--- src/rtl/hs_pkg.sv ---
package hs_pkg;
  typedef enum logic [2:0] {
    ST_BOOT, ST_IDLE, ST_OUT, ST_IN, ST_GUARD, ST_SETTLE
  } hs_state_t;

  // microseconds to clock cycles, never below two
  function automatic int us_cycles(input int khz, input int us);
    int c;
    c = (khz / 10) * us / 100;
    return (c < 2) ? 2 : c;
  endfunction

  function automatic int max2(input int a, input int b);
    return (a > b) ? a : b;
  endfunction
endpackage

--- src/rtl/hs_delay.sv ---
module hs_delay #(
  parameter int W    = 8,
  parameter int INIT = 2
) (
  input  logic         clk,
  input  logic         rst_n,
  input  logic         go,
  input  logic [W-1:0] len,
  output logic         done,
  output logic         busy
);
  logic [W-1:0] cnt;

  always_ff @(posedge clk or negedge rst_n) begin
    if (!rst_n)           cnt <= W'(INIT);
    else if (go)          cnt <= len;
    else if (cnt != '0)   cnt <= cnt - W'(1);
  end

  assign done = (cnt == W'(1));
  assign busy = (cnt != '0);
endmodule

--- src/rtl/hs_txhold.sv ---
module hs_txhold #(
  parameter int TX_MAX = 16,
  localparam int LW = $clog2(TX_MAX + 1),
  localparam int IW = $clog2(TX_MAX)
) (
  input  logic                clk,
  input  logic                rst_n,
  input  logic                accept,
  input  logic [LW-1:0]       len_in,
  input  logic [8*TX_MAX-1:0] data_in,
  input  logic                clr,
  input  logic [IW-1:0]       sel,
  output logic                pend,
  output logic [LW-1:0]       len,
  output logic [7:0]          byte_out
);
  logic [7:0] mem [TX_MAX];

  for (genvar g = 0; g < TX_MAX; g++) begin : g_slot
    always_ff @(posedge clk or negedge rst_n) begin
      if (!rst_n)      mem[g] <= '0;
      else if (accept) mem[g] <= data_in[8*g +: 8];
    end
  end

  always_ff @(posedge clk or negedge rst_n) begin
    if (!rst_n) begin
      pend <= 1'b0;
      len  <= '0;
    end else if (accept) begin
      pend <= 1'b1;
      len  <= len_in;
    end else if (clr) begin
      pend <= 1'b0;
    end
  end

  assign byte_out = mem[sel];
endmodule

--- src/rtl/hs_rxtrack.sv ---
module hs_rxtrack #(
  parameter int RX_MAX = 256,
  localparam int CW = $clog2(RX_MAX + 1),
  localparam int XW = $clog2(RX_MAX)
) (
  input  logic          clk,
  input  logic          rst_n,
  input  logic          store,
  input  logic          fin,
  input  logic          ovf,
  input  logic [7:0]    din,
  output logic [CW-1:0] cnt,
  output logic          rx_byte_valid,
  output logic [XW-1:0] rx_byte_idx,
  output logic [7:0]    rx_byte,
  output logic          rx_done,
  output logic [7:0]    rx_type,
  output logic [CW-1:0] rx_len,
  output logic          rx_overflow
);
  logic [7:0] first_q;

  always_ff @(posedge clk or negedge rst_n) begin
    if (!rst_n) begin
      cnt <= '0; first_q <= '0;
      rx_byte_valid <= 1'b0; rx_byte_idx <= '0; rx_byte <= '0;
      rx_done <= 1'b0; rx_type <= '0; rx_len <= '0; rx_overflow <= 1'b0;
    end else begin
      rx_byte_valid <= store;
      rx_done       <= fin;
      if (store) begin
        rx_byte     <= din;
        rx_byte_idx <= cnt[XW-1:0];
        cnt         <= cnt + CW'(1);
        if (cnt == '0) first_q <= din;
      end
      if (fin) begin
        rx_len      <= cnt;
        rx_type     <= (cnt == '0) ? din : first_q;
        rx_overflow <= ovf;
        cnt         <= '0;
      end
    end
  end
endmodule

--- src/rtl/hs_xcvr.sv ---
module hs_xcvr
  import hs_pkg::*;
#(
  parameter int CLK_KHZ   = 250000,
  parameter int GUARD_US  = 150,
  parameter int SETTLE_US = 1500,
  parameter int TX_MAX    = 16,
  parameter int RX_MAX    = 256,
  localparam int LW = $clog2(TX_MAX + 1),
  localparam int IW = $clog2(TX_MAX),
  localparam int CW = $clog2(RX_MAX + 1),
  localparam int XW = $clog2(RX_MAX)
) (
  input  logic                clk,
  input  logic                rst_n,
  input  logic                tx_valid,
  output logic                tx_ready,
  input  logic [LW-1:0]       tx_len,
  input  logic [8*TX_MAX-1:0] tx_data,
  output logic                sh_dir_out,
  output logic [7:0]          sh_wr_byte,
  input  logic [7:0]          sh_rd_byte,
  input  logic                sh_done,
  output logic                frame_n,
  output logic                ack,
  input  logic                req_n,
  output logic                rx_byte_valid,
  output logic [XW-1:0]       rx_byte_idx,
  output logic [7:0]          rx_byte,
  output logic                rx_done,
  output logic [7:0]          rx_type,
  output logic [CW-1:0]       rx_len,
  output logic                rx_overflow,
  output logic                busy
);
  localparam int GUARD_CYC  = us_cycles(CLK_KHZ, GUARD_US);
  localparam int SETTLE_CYC = us_cycles(CLK_KHZ, SETTLE_US);
  localparam int TW = $clog2(max2(GUARD_CYC, SETTLE_CYC) + 1);

  hs_state_t st;
  logic [1:0]    phase;
  logic [IW-1:0] sent;
  logic [LW-1:0] sent_nx, hold_len;
  logic [IW-1:0] sel;
  logic [7:0]    hold_byte;
  logic [CW-1:0] rcnt;
  logic          pend, accept, t_go, t_done, t_busy;
  logic [TW-1:0] t_len;

  // named events shared by the FSM and the checker
  logic st_idle, wait_end;
  logic ev_rx_go, ev_send_go, ev_spur, ev_coll, ev_tx_last, ev_tx_next;
  logic ev_rx_byte, ev_rx_end, ev_rx_ovf;

  assign sent_nx  = LW'(sent) + LW'(1);
  assign sel      = (st == ST_OUT) ? sent_nx[IW-1:0] : '0;
  assign st_idle  = (st == ST_IDLE);
  assign wait_end = (st == ST_GUARD || st == ST_SETTLE) && t_done;

  assign ev_rx_go   = (st_idle && sh_done && !req_n) || (wait_end && !req_n);
  assign ev_spur    = st_idle && sh_done && req_n;
  assign ev_send_go = (st_idle && !sh_done && pend && req_n) ||
                      (wait_end && req_n && pend);
  assign ev_coll    = (st == ST_OUT) && sh_done && !req_n;
  assign ev_tx_last = (st == ST_OUT) && sh_done && req_n && (sent_nx == hold_len);
  assign ev_tx_next = (st == ST_OUT) && sh_done && req_n && (sent_nx != hold_len);
  assign ev_rx_byte = (st == ST_IN) && sh_done;
  assign ev_rx_ovf  = ev_rx_byte && !req_n && (rcnt == CW'(RX_MAX - 1));
  assign ev_rx_end  = ev_rx_byte && (req_n || ev_rx_ovf);

  assign t_go  = (st == ST_BOOT && t_done && phase != 2'd3) || ev_coll ||
                 (ev_spur && pend) || (ev_rx_end && pend);
  assign t_len = ev_rx_end ? TW'(SETTLE_CYC) : TW'(GUARD_CYC);

  assign accept   = tx_valid && tx_ready;
  assign tx_ready = !pend && !t_busy;
  assign busy     = t_busy;

  hs_delay #(.W(TW), .INIT(GUARD_CYC)) u_delay (
    .clk(clk), .rst_n(rst_n), .go(t_go), .len(t_len),
    .done(t_done), .busy(t_busy));

  hs_txhold #(.TX_MAX(TX_MAX)) u_tx (
    .clk(clk), .rst_n(rst_n), .accept(accept), .len_in(tx_len),
    .data_in(tx_data), .clr(ev_tx_last), .sel(sel),
    .pend(pend), .len(hold_len), .byte_out(hold_byte));

  hs_rxtrack #(.RX_MAX(RX_MAX)) u_rx (
    .clk(clk), .rst_n(rst_n), .store(ev_rx_byte), .fin(ev_rx_end),
    .ovf(ev_rx_ovf), .din(sh_rd_byte), .cnt(rcnt),
    .rx_byte_valid(rx_byte_valid), .rx_byte_idx(rx_byte_idx),
    .rx_byte(rx_byte), .rx_done(rx_done), .rx_type(rx_type),
    .rx_len(rx_len), .rx_overflow(rx_overflow));

  always_ff @(posedge clk or negedge rst_n) begin
    if (!rst_n) begin
      st <= ST_BOOT; phase <= '0; sent <= '0;
      frame_n <= 1'b1; ack <= 1'b1; sh_dir_out <= 1'b0; sh_wr_byte <= '0;
    end else if (ev_rx_go) begin
      sh_dir_out <= 1'b0; frame_n <= 1'b0; ack <= 1'b1; st <= ST_IN;
    end else if (ev_send_go) begin
      sh_dir_out <= 1'b1; sh_wr_byte <= hold_byte; ack <= 1'b1;
      frame_n <= 1'b0; sent <= '0; st <= ST_OUT;
    end else begin
      case (st)
        ST_BOOT: if (t_done) begin
          phase <= phase + 2'd1;
          case (phase)
            2'd0:    frame_n <= 1'b0;
            2'd1:    ack <= ~ack;
            2'd2:    frame_n <= 1'b1;
            default: begin ack <= 1'b1; st <= ST_IDLE; end
          endcase
        end
        ST_IDLE: if (ev_spur && pend) st <= ST_GUARD;
        ST_OUT: begin
          if (ev_coll || ev_tx_last) begin
            sh_dir_out <= 1'b0; frame_n <= 1'b1; ack <= 1'b1; sent <= '0;
            st <= ev_coll ? ST_GUARD : ST_IDLE;
          end else if (ev_tx_next) begin
            sh_wr_byte <= hold_byte; ack <= ~ack; sent <= sent_nx[IW-1:0];
          end
        end
        ST_IN: if (ev_rx_end) begin
          frame_n <= 1'b1; ack <= 1'b1; st <= pend ? ST_SETTLE : ST_IDLE;
        end else if (ev_rx_byte) begin
          ack <= ~ack;
        end
        ST_GUARD, ST_SETTLE: if (t_done) st <= ST_IDLE;
        default: st <= ST_IDLE;
      endcase
    end
  end
endmodule

--- config.mk ---
export PLATFORM = sky130hd
export DESIGN_NAME = hs_xcvr
export DESIGN_NICKNAME = d
export VERILOG_FILES = /design/src/rtl/hs_pkg.sv /design/src/rtl/hs_delay.sv /design/src/rtl/hs_txhold.sv /design/src/rtl/hs_rxtrack.sv /design/src/rtl/hs_xcvr.sv
export SDC_FILE = /design/constraint.sdc
export NUM_CORES = 1
export LEC_CHECK = 0
export BUFFER_PORTS_ARGS = -buffer_cell sky130_fd_sc_hd__buf_4
export CELL_PAD_IN_SITES_DETAIL_PLACEMENT = 1
export CELL_PAD_IN_SITES_GLOBAL_PLACEMENT = 1
export CORE_AREA = 2 2 166 168
export CTS_CLUSTER_DIAMETER = 80
export DETAILED_ROUTE_END_ITERATION = 6
export DIE_AREA = 0 0 168 170
export PLACE_DENSITY_LB_ADDON = 0.3
export SETUP_SLACK_MARGIN = 0.15
export SLEW_MARGIN = 20
export SYNTH_ARGS = -nofsm -noshare
export SYNTH_HDL_FRONTEND = slang
export SYNTH_SLANG_ARGS = --single-unit
--- constraint.sdc ---
create_clock -name clk -period 2.8 [get_ports clk]
set_input_delay 0.56 -clock clk [delete_from_list [all_inputs] [get_ports clk]]
set_output_delay 0.56 -clock clk [all_outputs]
set_load 0.005 [all_outputs]
# Word-level counts from Yosys, hierarchy flattened
# Cells that the tools add are included.
# Widths: inputs -> output; s select.
# op_classes
addsub	4
n_lt_le_gt_ge	1
n_eq_ne	23
mux	51
bitwise_logic	4
reduce_logical	60
# ops
cell	n
$mux 19	3
$mux 8	7
$bmux 8 s4	1
$mux 3	10
$logic_and 1x1->1	25
$mux 4	5
$ne 4x4->1 const B	5
$eq 19x1->1 const B	1
$reduce_bool 19->1	1
$sub 19x1->19 const B	1
$mux 1	18
$mux 9	2
$pmux 3 s5	1
$reduce_and 5->1	2
$reduce_bool 2->1	5
$add 9x1->9 const B	1
$eq 9x8->1 const B	1
$logic_not 9->1	1
$reduce_bool 3->1	3
$logic_or 1x1->1	8
$reduce_and 4->1	2
$eq 3x2->1 const B	2
$eq 3x3->1 const B	2
$pmux 1 s3	2
other kinds (26)	34
# word_totals
ff_bits	226
inputBits	146
out_inout_bits	49
wordCells	178

# Depth between registers and ports, before layout
# Gate-level depths: netlist of run 1.
# depth
word_depth	10
ltp_mapped	13
mapped_depth_nobuf	12

# Modules after synthesis
# Synthesis of run 1 repeated with hierarchy kept, for this count alone.
# unflattened
hier_cells	797
area_unflattened_um2	10776.6
# modules_own_cells
module	n_inst	cells_per_inst	area_each_um2	seq_area_each_um2
hs_txhold	1	354	5967.0	3353.2
hs_rxtrack	1	170	2215.9	1326.3
hs_xcvr	1	154	1413.9	503.0
hs_delay	1	119	1179.9	485.5

# Worst setup path after synthesis of run 1
# Ideal clock, no wire load.
# synth_timing
path_type	reg2reg
from	reg u_rx.cnt[0]
to	reg u_delay.cnt[11]
setup_ns	0.087
t_arrival_ns	2.840
required_time_ns	2.713
setup_slack_ns	-0.127
stages_incl_launch_ff	14
n_path_buf	1
synth_period_minus_slack_ns	2.927
cell_sequence	dfrtp_1 > ha_1 > and3_1 > and3_1 > and3_1 > ha_1 > or2_2 > a21o_1 > o31ai_1 > or4_1 > and2_1 > clkbuf_1 > nand2_1 > a22oi_1
# synth_between
elab_chain_cells	7
word_cells_on_any_way	9
cone_classes	1 x eq/ne; 2 x mux; 6 x reduce/logical
# synth_rtl
element	line	text
start, declared	hs_rxtrack.sv:12	output logic [CW-1:0] cnt,
start signal, assigned	hs_rxtrack.sv:34	cnt <= cnt + CW'(1);
$eq 9x8->1 (*)	hs_xcvr.sv:68	assign ev_rx_ovf = ev_rx_byte && !req_n && (rcnt == CW'(RX_MAX - 1));
$logic_and 1x1->1 (*)	hs_xcvr.sv:68	
$logic_or 1x1->1 (*)	hs_xcvr.sv:69	assign ev_rx_end = ev_rx_byte && (req_n || ev_rx_ovf);
$logic_and 1x1->1 (*)	hs_xcvr.sv:69	
$logic_and 1x1->1	hs_xcvr.sv:72	(ev_spur && pend) || (ev_rx_end && pend);
$logic_or 1x1->1	hs_xcvr.sv:72	
$mux 19 or $reduce_bool 2->1 (tied branches)	-	
end signal, assigned	hs_delay.sv:15	if (!rst_n) cnt <= W'(INIT);
end signal, assigned	hs_delay.sv:16	else if (go) cnt <= len;
end signal, assigned	hs_delay.sv:17	else if (cnt != '0) cnt <= cnt - W'(1);
end, declared	hs_delay.sv:12	logic [W-1:0] cnt;
# Mark *: on every way between the ends. The rest lies on a longest branch, timed or not.
# A chain may end at the register's enable or synchronous reset.

# Final worst setup path of run 1
# layout_timing
from	reg u_delay.cnt[4]
to	out tx_ready
# layout_between
elab_chain_cells	3
# layout_rtl
element	line	text
$reduce_bool 19->1	hs_delay.sv:21	assign busy = (cnt != '0);
$logic_not 1->1	hs_xcvr.sv:76	assign tx_ready = !pend && !t_busy;
$logic_and 1x1->1	hs_xcvr.sv:76	
end, declared	hs_xcvr.sv:17	output logic tx_ready,
# No other way between the ends.

==> out/qor.yml, run 1 <==
r2r_cells: 12
drv_cap: 0
synthDominantCellAreaShare_pct: 50.2
cts_buffers: 25
slew_violations: 0
async_flop_share_pct: 100
finClkSkew_ps: 14.9
drc: 0
dp_cells: 1406
initial_core_util_pct: 40.4
cts.htree.levels: 1
cp_data_required_time_ps: 2240
multi_input_area_um2: 4980
clock.fmax_mhz: 366
drive_gt1_share_pct: 46.1
die-width_um: 168
dpl.hpwl_um: 20500
grt_pass1_wl_um: 46900
synth_area_leaders: "dfrtp_1, mux2_2, mux2_4"
synth_flop_cell: "dfrtp_1"
drt_wl_total_um: 29400
syn_area_um2: 10800
vias: 7819
cp_max_fo: 2
clk_pin_slew_ps: 60
max_stage_delay_ps: 530
synth_fa_ha_area_share_pct: 1.28
ir_drop_mv: 0.333
first_pass_iters: 4
critPathBufInv: 2
synth_edf_count: 0
antenna_cells: 0
cts_root_buffer: "clkbuf_16"
fin_crit_sh_pct: 97.5
synth_top_family_by_area: "multiplexers"
clock_sinks: 226
violations: "hold timing"
crit_family: "simple AND/OR/NAND/NOR gates"
area_growth_syn_to_layout_pct: 29.4
gp_congestion: 0.799
ys_seq_area_share_pct: 52.6
antenna_found_initial: 0
critPathLaunchType: "flop"
power_w: 0.0102
r2r-end: "u_delay.cnt[11]"
cpMaxStageDelayCell: "or4_4"
synth.area.mux_share_pct: 23.5
clockBufferDepth: 3
postRouteAntennaNets: 0
hold_viol_final: 3
rrSetupSlack_ps: 180
setup_tns_ps: 0
period_minus_slack_ps: 2730
synth_compound_area_share_pct: 7.99
synth_seq_cells: 226
core.rowCount: 60
cp_num_cells: 6
rsz0062_at_grt: "yes"
coreArea_um2: 26700
ioPinCount: 195
cts_tree: "built"
yosysWarnings: 0
arrival_ps: 2170
timing.critical_path.to: "tx_ready"
die_h_um: 170
via_per_inst: 5.32
final_common_cell: "buf_4"
holdWs_ps: -17.4
overflow: 0
leakage_nw: 7.08
final.setup.worst_slack_ps: 69.7
path_class: "reg2out"
synthesis.nets: 1035
io_buffers: 194
end_kind: "output pin"
drt_iter0_markers: 331
track_usage_pct: 20.6
fin_nets: 1267
worst_pin_slew_ps: 666
syn_inst: 878
mostFrequentLayoutCells: "buf_4, dfrtp_1, mux2_2"
finalSetupViolations: 0
path_cells: "or4_4 -> or3_4 -> nor2_4 -> inv_2 -> nor2_4 -> buf_6"
yosys.area_share.xor_xnor_pct: 2.11
grt_max_degree: 69
pre_cts_ws_ps: -10.8
dieArea_um2: 28600
r2r-start: "u_rx.cnt[1]"
power_density_nw_per_um2: 729
stdcell_count: 1469
slew_headroom_pct: 55.4
crit_path_frequent_cell: "nor2_4"
first_global_vias: 8526
status: "finished, violations left"
synth_top_area_cell: "dfrtp_1"
detail_route.wl_per_cell_um: 20.0
nFillCells: 2761
hp-class: "in2async"
yosys.area_share.simple_pct: 9.91
ys_types: 60
syn_area_per_cell_um2: 12.3
clkLatencyLatePin_ps: 530
critPathLaunch: "u_delay.cnt[4]"
seq_area_um2: 5670
## cell usage after synthesis, types with 4 or more instances
cell type	number
and3_1	11
o221ai_1	24
nor2_1	36
nand2b_1	4
nor3_1	12
nand2_1	89
dfrtp_1	216
o21ai_0	47
nor4_1	5
dfstp_2	10
mux2_4	59
buf_6	7
mux2i_1	16
nand3_1	28
xor2_1	10
nor3b_1	4
xnor2_1	16
clkbuf_1	25
mux4_2	8
nor2b_1	6
mux2_2	116
inv_1	9
a21oi_1	40
buf_2	11
ha_1	11
or3_1	4
## flip-flops by register name, indices dropped and copies added, names as in the netlist, 2 cells and up
| name | count |
|---|---|
| u_rx.first_q | 8 |
| sh_wr_byte | 8 |
| u_rx.rx_byte_idx | 8 |
| u_delay.cnt | 19 |
| sent | 4 |
| phase | 2 |
| u_tx.len | 5 |
| u_rx.rx_type | 8 |
| u_tx.mem | 128 |
| st | 3 |
| u_rx.cnt | 9 |
| u_rx.rx_len | 9 |
| u_rx.rx_byte | 8 |
## metal layers
layer	part of all wire (%)	routed length [um]	vias up	global-route usage, %
li1	-	-	3627	-
met1	44	12900	3963	26.9
met2	48	14200	182	35.1
met3	5.2	1510	47	4.30
met4	2.6	757	0	5.37
met5	0	0	-	0
## how the worst min path moves through the flow
stage	slack [ps]	end	from	cells past startpoint
floorplan	260	phase[0]	rst_n	0
global placement	460	u_rx.rx_byte[3]	u_rx.rx_byte[3]	2
detailed placement	470	u_rx.rx_byte[0]	u_rx.rx_byte[0]	2
CTS	0.2	phase[1]	rst_n	1
global route	10	u_delay.cnt[18]	rst_n	1
finish	-20	u_delay.cnt[13]	rst_n	1
## where the power goes
group	leakage (nW)	internal (W)	total, W	switching, W
Combinational	3.59	0.00126	0.00287	0.00161
Clock	0.423	0.00207	0.00341	0.00134
Sequential	3.07	0.00365	0.00388	0.000230
## worst register-to-register path, stage by stage, from the launching register on
cell	delay [ps]
dfrtp_1	380
ha_2	200
and3_4	180
and3_4	180
and3_4	200
ha_4	130
or2_4	110
a21o_1	130
o31ai_2	80
or4_4	530
and2_4	200
nand2_8	110
a22oi_2	80
## through the flow
step                      instance area (um^2)  hold slack [ps]  util [%]
final                                    13900            -17.4      52.3
after global routing                     13900             13.5      52.3
after CTS                                13800            0.198      51.7
after detailed placement                 12800              469      48.2
after global placement                   12800              459      48.2
after floorplan                          10800              264         -
## cells by family (layout without fill, tap and decap cells)
logic type	count (synthesis)	count (layout)
mux	199	199
xor+xnor	26	26
compound gates	138	138
buf+inv	57	306
flops	226	226
fa+ha+maj	11	11
simple gates	221	222
## layout make-up
type	count	share of cell area, %
inverter	11	0.296
timing repair buffer	250	14.1
clock inverter	10	0.943
tap	341	3.06
multi-input combinational	596	35.7
sequential	226	40.7
clock buffer	35	5.19
## what timing repair did
action / in CTS / in global routing
cloned: 0 / 1
gates resized for setup: 6 / 23
endpoints found under the setup margin: 18 / 102
buffers inserted: 8 / 9
hold buffers: 0 / 0
pin swaps: 4 / 11
Note: power is estimated with default switching activity, not from simulation.
==> run 2, diff against run 1 <==
Settings changed: CELL_PAD_IN_SITES_DETAIL_PLACEMENT 1 to not set, CELL_PAD_IN_SITES_GLOBAL_PLACEMENT 1 to not set, CORE_AREA 2 2 166 168 to 2 2 149 151, DIE_AREA 0 0 168 170 to 0 0 151 153, HOLD_SLACK_MARGIN set to 0.05.
==> out/qor.yml, run 2 (synthesized netlist as in run 1, its figures left out) <==
clockBufferDepth: 3  # unchanged
largest_register_ffs: 128  # unchanged
leakage_nw: 7.08  # about the same
initial_core_util_pct: 50.1  # +9.7 points
cts.htree.levels: 1  # unchanged
cts_buffers: 25  # unchanged
detail_route.wl_per_cell_um: 18.4  # -8.1%
vias: 7670  # -1.9%
finalSetupViolations: 1  # +1
fin_nets: 1264  # -0.24%
coreArea_um2: 21500  # -19%
power_density_nw_per_um2: 731  # +0.27%
clock_sinks: 226  # unchanged
stdcell_count: 1406  # -4.3%
drt_wl_total_um: 25800  # -12%
io_buffers: 194  # unchanged
drt_iter0_markers: 347  # +4.8%
status: "finished, violations left"
slew_violations: 0  # unchanged
dpl.hpwl_um: 17800  # -13%
critPathLaunchType: "flop"
setup_tns_ps: -6.24  # -6.24 ps
die-width_um: 151  # -10%
cts_tree: "built"
holdWs_ps: 245  # +262 ps
clk_pin_slew_ps: 60  # about the same
clkLatencyLatePin_ps: 540  # about the same
hp-class: "in2reg"
clock.fmax_mhz: 356  # -2.7%
antenna_found_initial: 0  # unchanged
overflow: 0  # unchanged
cp_data_required_time_ps: 2240  # about the same
hold_viol_final: 0  # -3
antenna_cells: 0  # unchanged
worst_pin_slew_ps: 635  # -31.0 ps
rsz0062_at_grt: "yes"
cp_max_fo: 3  # +1
first_global_vias: 7841  # -8.0%
path_class: "reg2out"
gp_congestion: 0.843  # +5.5%
ir_drop_mv: 0.472  # +42%
dp_cells: 1342  # -4.6%
min_from: "tx_data[51]"
nFillCells: 1674  # -39%
r2r-start: "u_rx.cnt[0]"
end_kind: "output pin"
violations: "setup timing"
first_pass_iters: 4  # unchanged
ioPinCount: 195  # unchanged
mostFrequentLayoutCells: "buf_4, dfrtp_1, mux2_2"
grt_pass1_wl_um: 41800  # -11%
core.rowCount: 54  # -10%
seq_area_um2: 5670  # unchanged
via_per_inst: 5.46  # +2.5%
r2r-end: "st[0]"
area_growth_syn_to_layout_pct: 28.3
slew_headroom_pct: 57.7  # +2.3 points
fin_crit_sh_pct: 100  # +2.7 points
rrSetupSlack_ps: 140  # -40 ps
power_w: 0.0101  # -0.55%
finClkSkew_ps: 26.2  # +11.3 ps
track_usage_pct: 22.6  # +2.0 points
grt_max_degree: 82  # +19%
period_minus_slack_ps: 2810  # +76.0 ps
final.setup.worst_slack_ps: -6.24  # -76.0 ps
arrival_ps: 2250  # +80 ps
drc: 0  # unchanged
die_h_um: 153  # -10%
hold_depth: 2
regMostFlops: "u_tx.mem"
top_regs: "u_tx.mem: 128 flops, u_delay.cnt: 19 flops"
drv_cap: 0  # unchanged
cts_root_buffer: "clkbuf_16"
final_common_cell: "buf_4"
drive_gt1_share_pct: 45.5  # -0.63 points
dieArea_um2: 23100  # -19%
critPathLaunch: "u_delay.cnt[3]"
r2r_cells: 11  # -1
multi_input_area_um2: 4940  # -0.83%
min_to: "u_tx.mem[75]"
fin_util_pct: 64.3  # +12 points
postRouteAntennaNets: 0  # unchanged
## run 2: cell types whose count changed in the layout (fill, tap and decap cells not counted), sizes merged
cell and delta:
clkinv +2, clkinvlp -1, and2 -1, dlygate4sd3 +1, buf -4, nor2 +1
## run 2: repair_timing
action	in CTS	in global routing
hold buffers	1	0
pin swaps	4	10
endpoints found under the setup margin	23	30
setup buffers	7	9
endpoints found under the hold margin	23	0
resized for setup	6	13
cloned	0	1
## run 2: metrics by stage
step	setup slack, ps	cell area (um^2)
6_report	-6.24	13800
5_1_grt	-78.2	13800
4_1_cts	-114	13700
3_5_place_dp	40.8	12700
3_3_place_gp	141	12700
2_1_floorplan	168	10800
## run 2: layout make-up
type | instances | share of cell area [%]
Clock buffer | 35 | 5.38
Inverter | 11 | 0.317
Clock inverter | 11 | 1.05
Timing Repair Buffer | 247 | 14.0
Sequential cell | 226 | 41.0
Multi-Input combinational cell | 596 | 35.7
Tap cell | 280 | 2.53
## run 2: metal layers
layer	share of wire [%]	vias to the layer above	global-route usage, %
met2	47	204	35.4
met1	45	3809	32.4
met3	6.3	37	5.07
li1	-	3620	-
met5	0	-	0
met4	2.1	0	5.16
## run 2: how the worst max path moves through the flow
stage | endpoint | slack, ps | depth (start not counted)
final | busy | -6 | 6
after global routing | busy | -80 | 6
after CTS | tx_ready | -110 | 6
after detailed placement | u_delay.cnt[11] | 40 | 9
after global placement | u_delay.cnt[11] | 140 | 12
after floorplan | u_delay.cnt[11] | 170 | 13
## run 2: where the power goes
part	total, W	leakage (nW)	internal [W]	switching, W
Combinational	0.00273	3.56	0.00124	0.00149
Clock	0.00349	0.448	0.00213	0.00135
Sequential	0.00389	3.07	0.00365	0.000237
Total	0.0101	7.08	0.00702	0.00308
## run 2: critical path: stages, from the launching register on
cell and delay (ps):
dfstp_2 370, or4_4 550, or3_4 380, nor2_4 150
inv_4 60, buf_6 120, buf_6 100
==> run 3, diff against run 2 <==
Settings changed: CORE_AREA 2 2 149 151 to 2 2 168 170, CTS_BUF_LIST set to sky130_fd_sc_hd__clkbuf_8, DIE_AREA 0 0 151 153 to 0 0 170 172.
==> out/qor.yml, run 3 (synthesized netlist as in run 1, its figures left out) <==
status: "finished clean"
antenna_found_initial: 0  # unchanged
slew_headroom_pct: 56.9  # -0.76 points
first_global_vias: 7921  # +1.0%
rsz0062_at_grt: "yes"
coreArea_um2: 27500  # +28%
first_pass_iters: 5  # +1
setup_tns_ps: 0  # +6.24 ps
clock.fmax_mhz: 357  # +0.24%
regMostFlops: "u_tx.mem"
clockBufferDepth: 3  # unchanged
clkLatencyLatePin_ps: 560  # +20 ps
power_density_nw_per_um2: 693  # -5.2%
clk_pin_slew_ps: 60  # about the same
cts_tree: "built"
seq_power_share_pct: 40.0  # +1.5 points
hp-class: "in2reg"
ioPinCount: 195  # unchanged
min_from: "tx_data[1]"
dpl.hpwl_um: 18900  # +6.2%
gp_congestion: 0.846  # +0.37%
fin_nets: 1279  # +1.2%
io_buffers: 194  # unchanged
drt_iter0_markers: 497  # +43%
stdcell_count: 1496  # +6.4%
die_h_um: 172  # +12%
detail_route.wl_per_cell_um: 18.5  # +0.83%
overflow: 0  # unchanged
nFillCells: 2432  # +45%
multi_input_area_um2: 5080  # +3.0%
sw_frac_of_total_pct: 32.6  # +2.1 points
drv_cap: 0  # unchanged
cp_data_required_time_ps: 2240  # about the same
cts_root_buffer: "clkbuf_8"
final_common_cell: "buf_4"
end_kind: "output pin"
track_usage_pct: 18.9  # -3.8 points
power.switching_w: 0.00316  # +2.4%
dpl-instance-area_um2: 12800  # +0.94%
fin_crit_sh_pct: 100  # -0.24 points
core.rowCount: 61  # +13%
initial_core_util_pct: 39.2  # -11 points
worst_pin_slew_ps: 643  # +8.47 ps
dp_cells: 1408  # +4.9%
hold_viol_final: 0  # unchanged
leakage_nw: 7.21  # +1.9%
ir_drop_mv: 0.350  # -26%
period_minus_slack_ps: 2800  # -6.77 ps
path_class: "reg2out"
combPwrFrac_pct: 29.2  # +2.2 points
vias: 7853  # +2.4%
drt_wl_total_um: 27700  # +7.3%
r2r-start: "u_rx.cnt[1]"
postRouteAntennaNets: 0  # unchanged
seq_area_um2: 5670  # unchanged
grt_pass1_wl_um: 43300  # +3.7%
finClkSkew_ps: 39.8  # +13.6 ps
p_int_w: 0.00654  # -6.9%
arrival_ps: 2240  # about the same
via_per_inst: 5.25  # -3.8%
cp_max_fo: 4  # +1
drc: 0  # unchanged
drive_gt1_share_pct: 45.7  # +0.27 points
holdWs_ps: 228  # -17.4 ps
top_regs: "u_tx.mem: 128 flops, u_delay.cnt: 19 flops"
slew_violations: 0  # unchanged
clock_sinks: 226  # unchanged
clockPowerShare_pct: 30.8  # -3.7 points
cts.htree.levels: 2  # +1
critPathLaunch: "u_delay.cnt[4]"
critPathLaunchType: "flop"
finalSetupViolations: 0  # -1
cts_buffers: 40  # +60%
area_growth_syn_to_layout_pct: 29.9
die-width_um: 170  # +13%
antenna_cells: 0  # unchanged
mostFrequentLayoutCells: "buf_4, dfrtp_1, mux2_2"
grt_max_degree: 67  # -18%
dieArea_um2: 29200  # +27%
final_area_um2: 14000  # +1.2%
largest_register_ffs: 128  # unchanged
run 3: cell types whose count changed in the layout (fill, tap and decap cells not counted), sizes merged:
cell and change:
clkbuf +12, nor2 -1, clkinvlp +2, and2 +1, inv +17, clkinv -5, bufinv -2
run 3: layout make-up:
cell class | count | area share, %
clock inverter | 23 | 0.957
inverter | 11 | 0.313
sequential | 226 | 40.5
clock buffer | 47 | 4.62
multi-input combinational | 596 | 36.3
timing repair buffer | 247 | 14.2
tap | 346 | 3.09
run 3: path summary, 6_finish.rpt:
check                                       end  slack, ps  cells past startpoint
max in group asynchronous          u_tx.mem[54]       1470                      3
worst min-delay path              u_tx.mem[121]        230                      2
worst min register to register  u_rx.rx_byte[2]        470                      2
worst max-delay path                   tx_ready        0.5                      6
worst max register to register  u_delay.cnt[11]         90                     12
min in group asynchronous        u_delay.cnt[8]        580                      2
run 3: worst max-delay path, stage by stage (launching register included):
cell     delay (ps)
dfstp_2         370
or4_4           530
or3_4           370
nor2_4          150
inv_4            70
nor2_4          110
buf_6           120
run 3: per-layer routing:
| metal | global-route usage, % | up-vias | wire length, um |
|---|---|---|---|
| li1 | - | 3668 | - |
| met4 | 5.91 | 0 | 685 |
| met3 | 5.47 | 54 | 2030 |
| met5 | 0 | - | 0 |
| met1 | 25.3 | 3894 | 12300 |
| met2 | 29.7 | 237 | 12800 |
run 3: power groups by stage:
stage | Combinational (W) | Clock [W] | Sequential (W)
after detailed placement | 0.00268 | 0 | 0.00395
after floorplan | 0.00154 | 0 | 0.00392
after global routing | 0.00310 | 0.00325 | 0.00393
after global placement | 0.00264 | 0 | 0.00394
final | 0.00283 | 0.00298 | 0.00388
after CTS | 0.00272 | 0.00311 | 0.00388
run 3: repair_timing:
action,4_1_cts,5_1_grt
setup buffers,8,8
endpoints found under the hold margin,52,0
hold buffers,1,0
resized for setup,4,51
gates cloned,0,1
pin swaps,4,9
setup endpoints to repair,9,29
run 3: stage by stage:
stage | setup WS, ps | utilization, % | power, W
floorplan | 168 | - | 0.00546
global placement | 118 | 46.8 | 0.00658
detailed placement | 21.5 | 46.8 | 0.00662
CTS | -30.4 | 49.9 | 0.00970
global route | -65.4 | 50.9 | 0.0103
finish | 0.532 | 50.9 | 0.00970
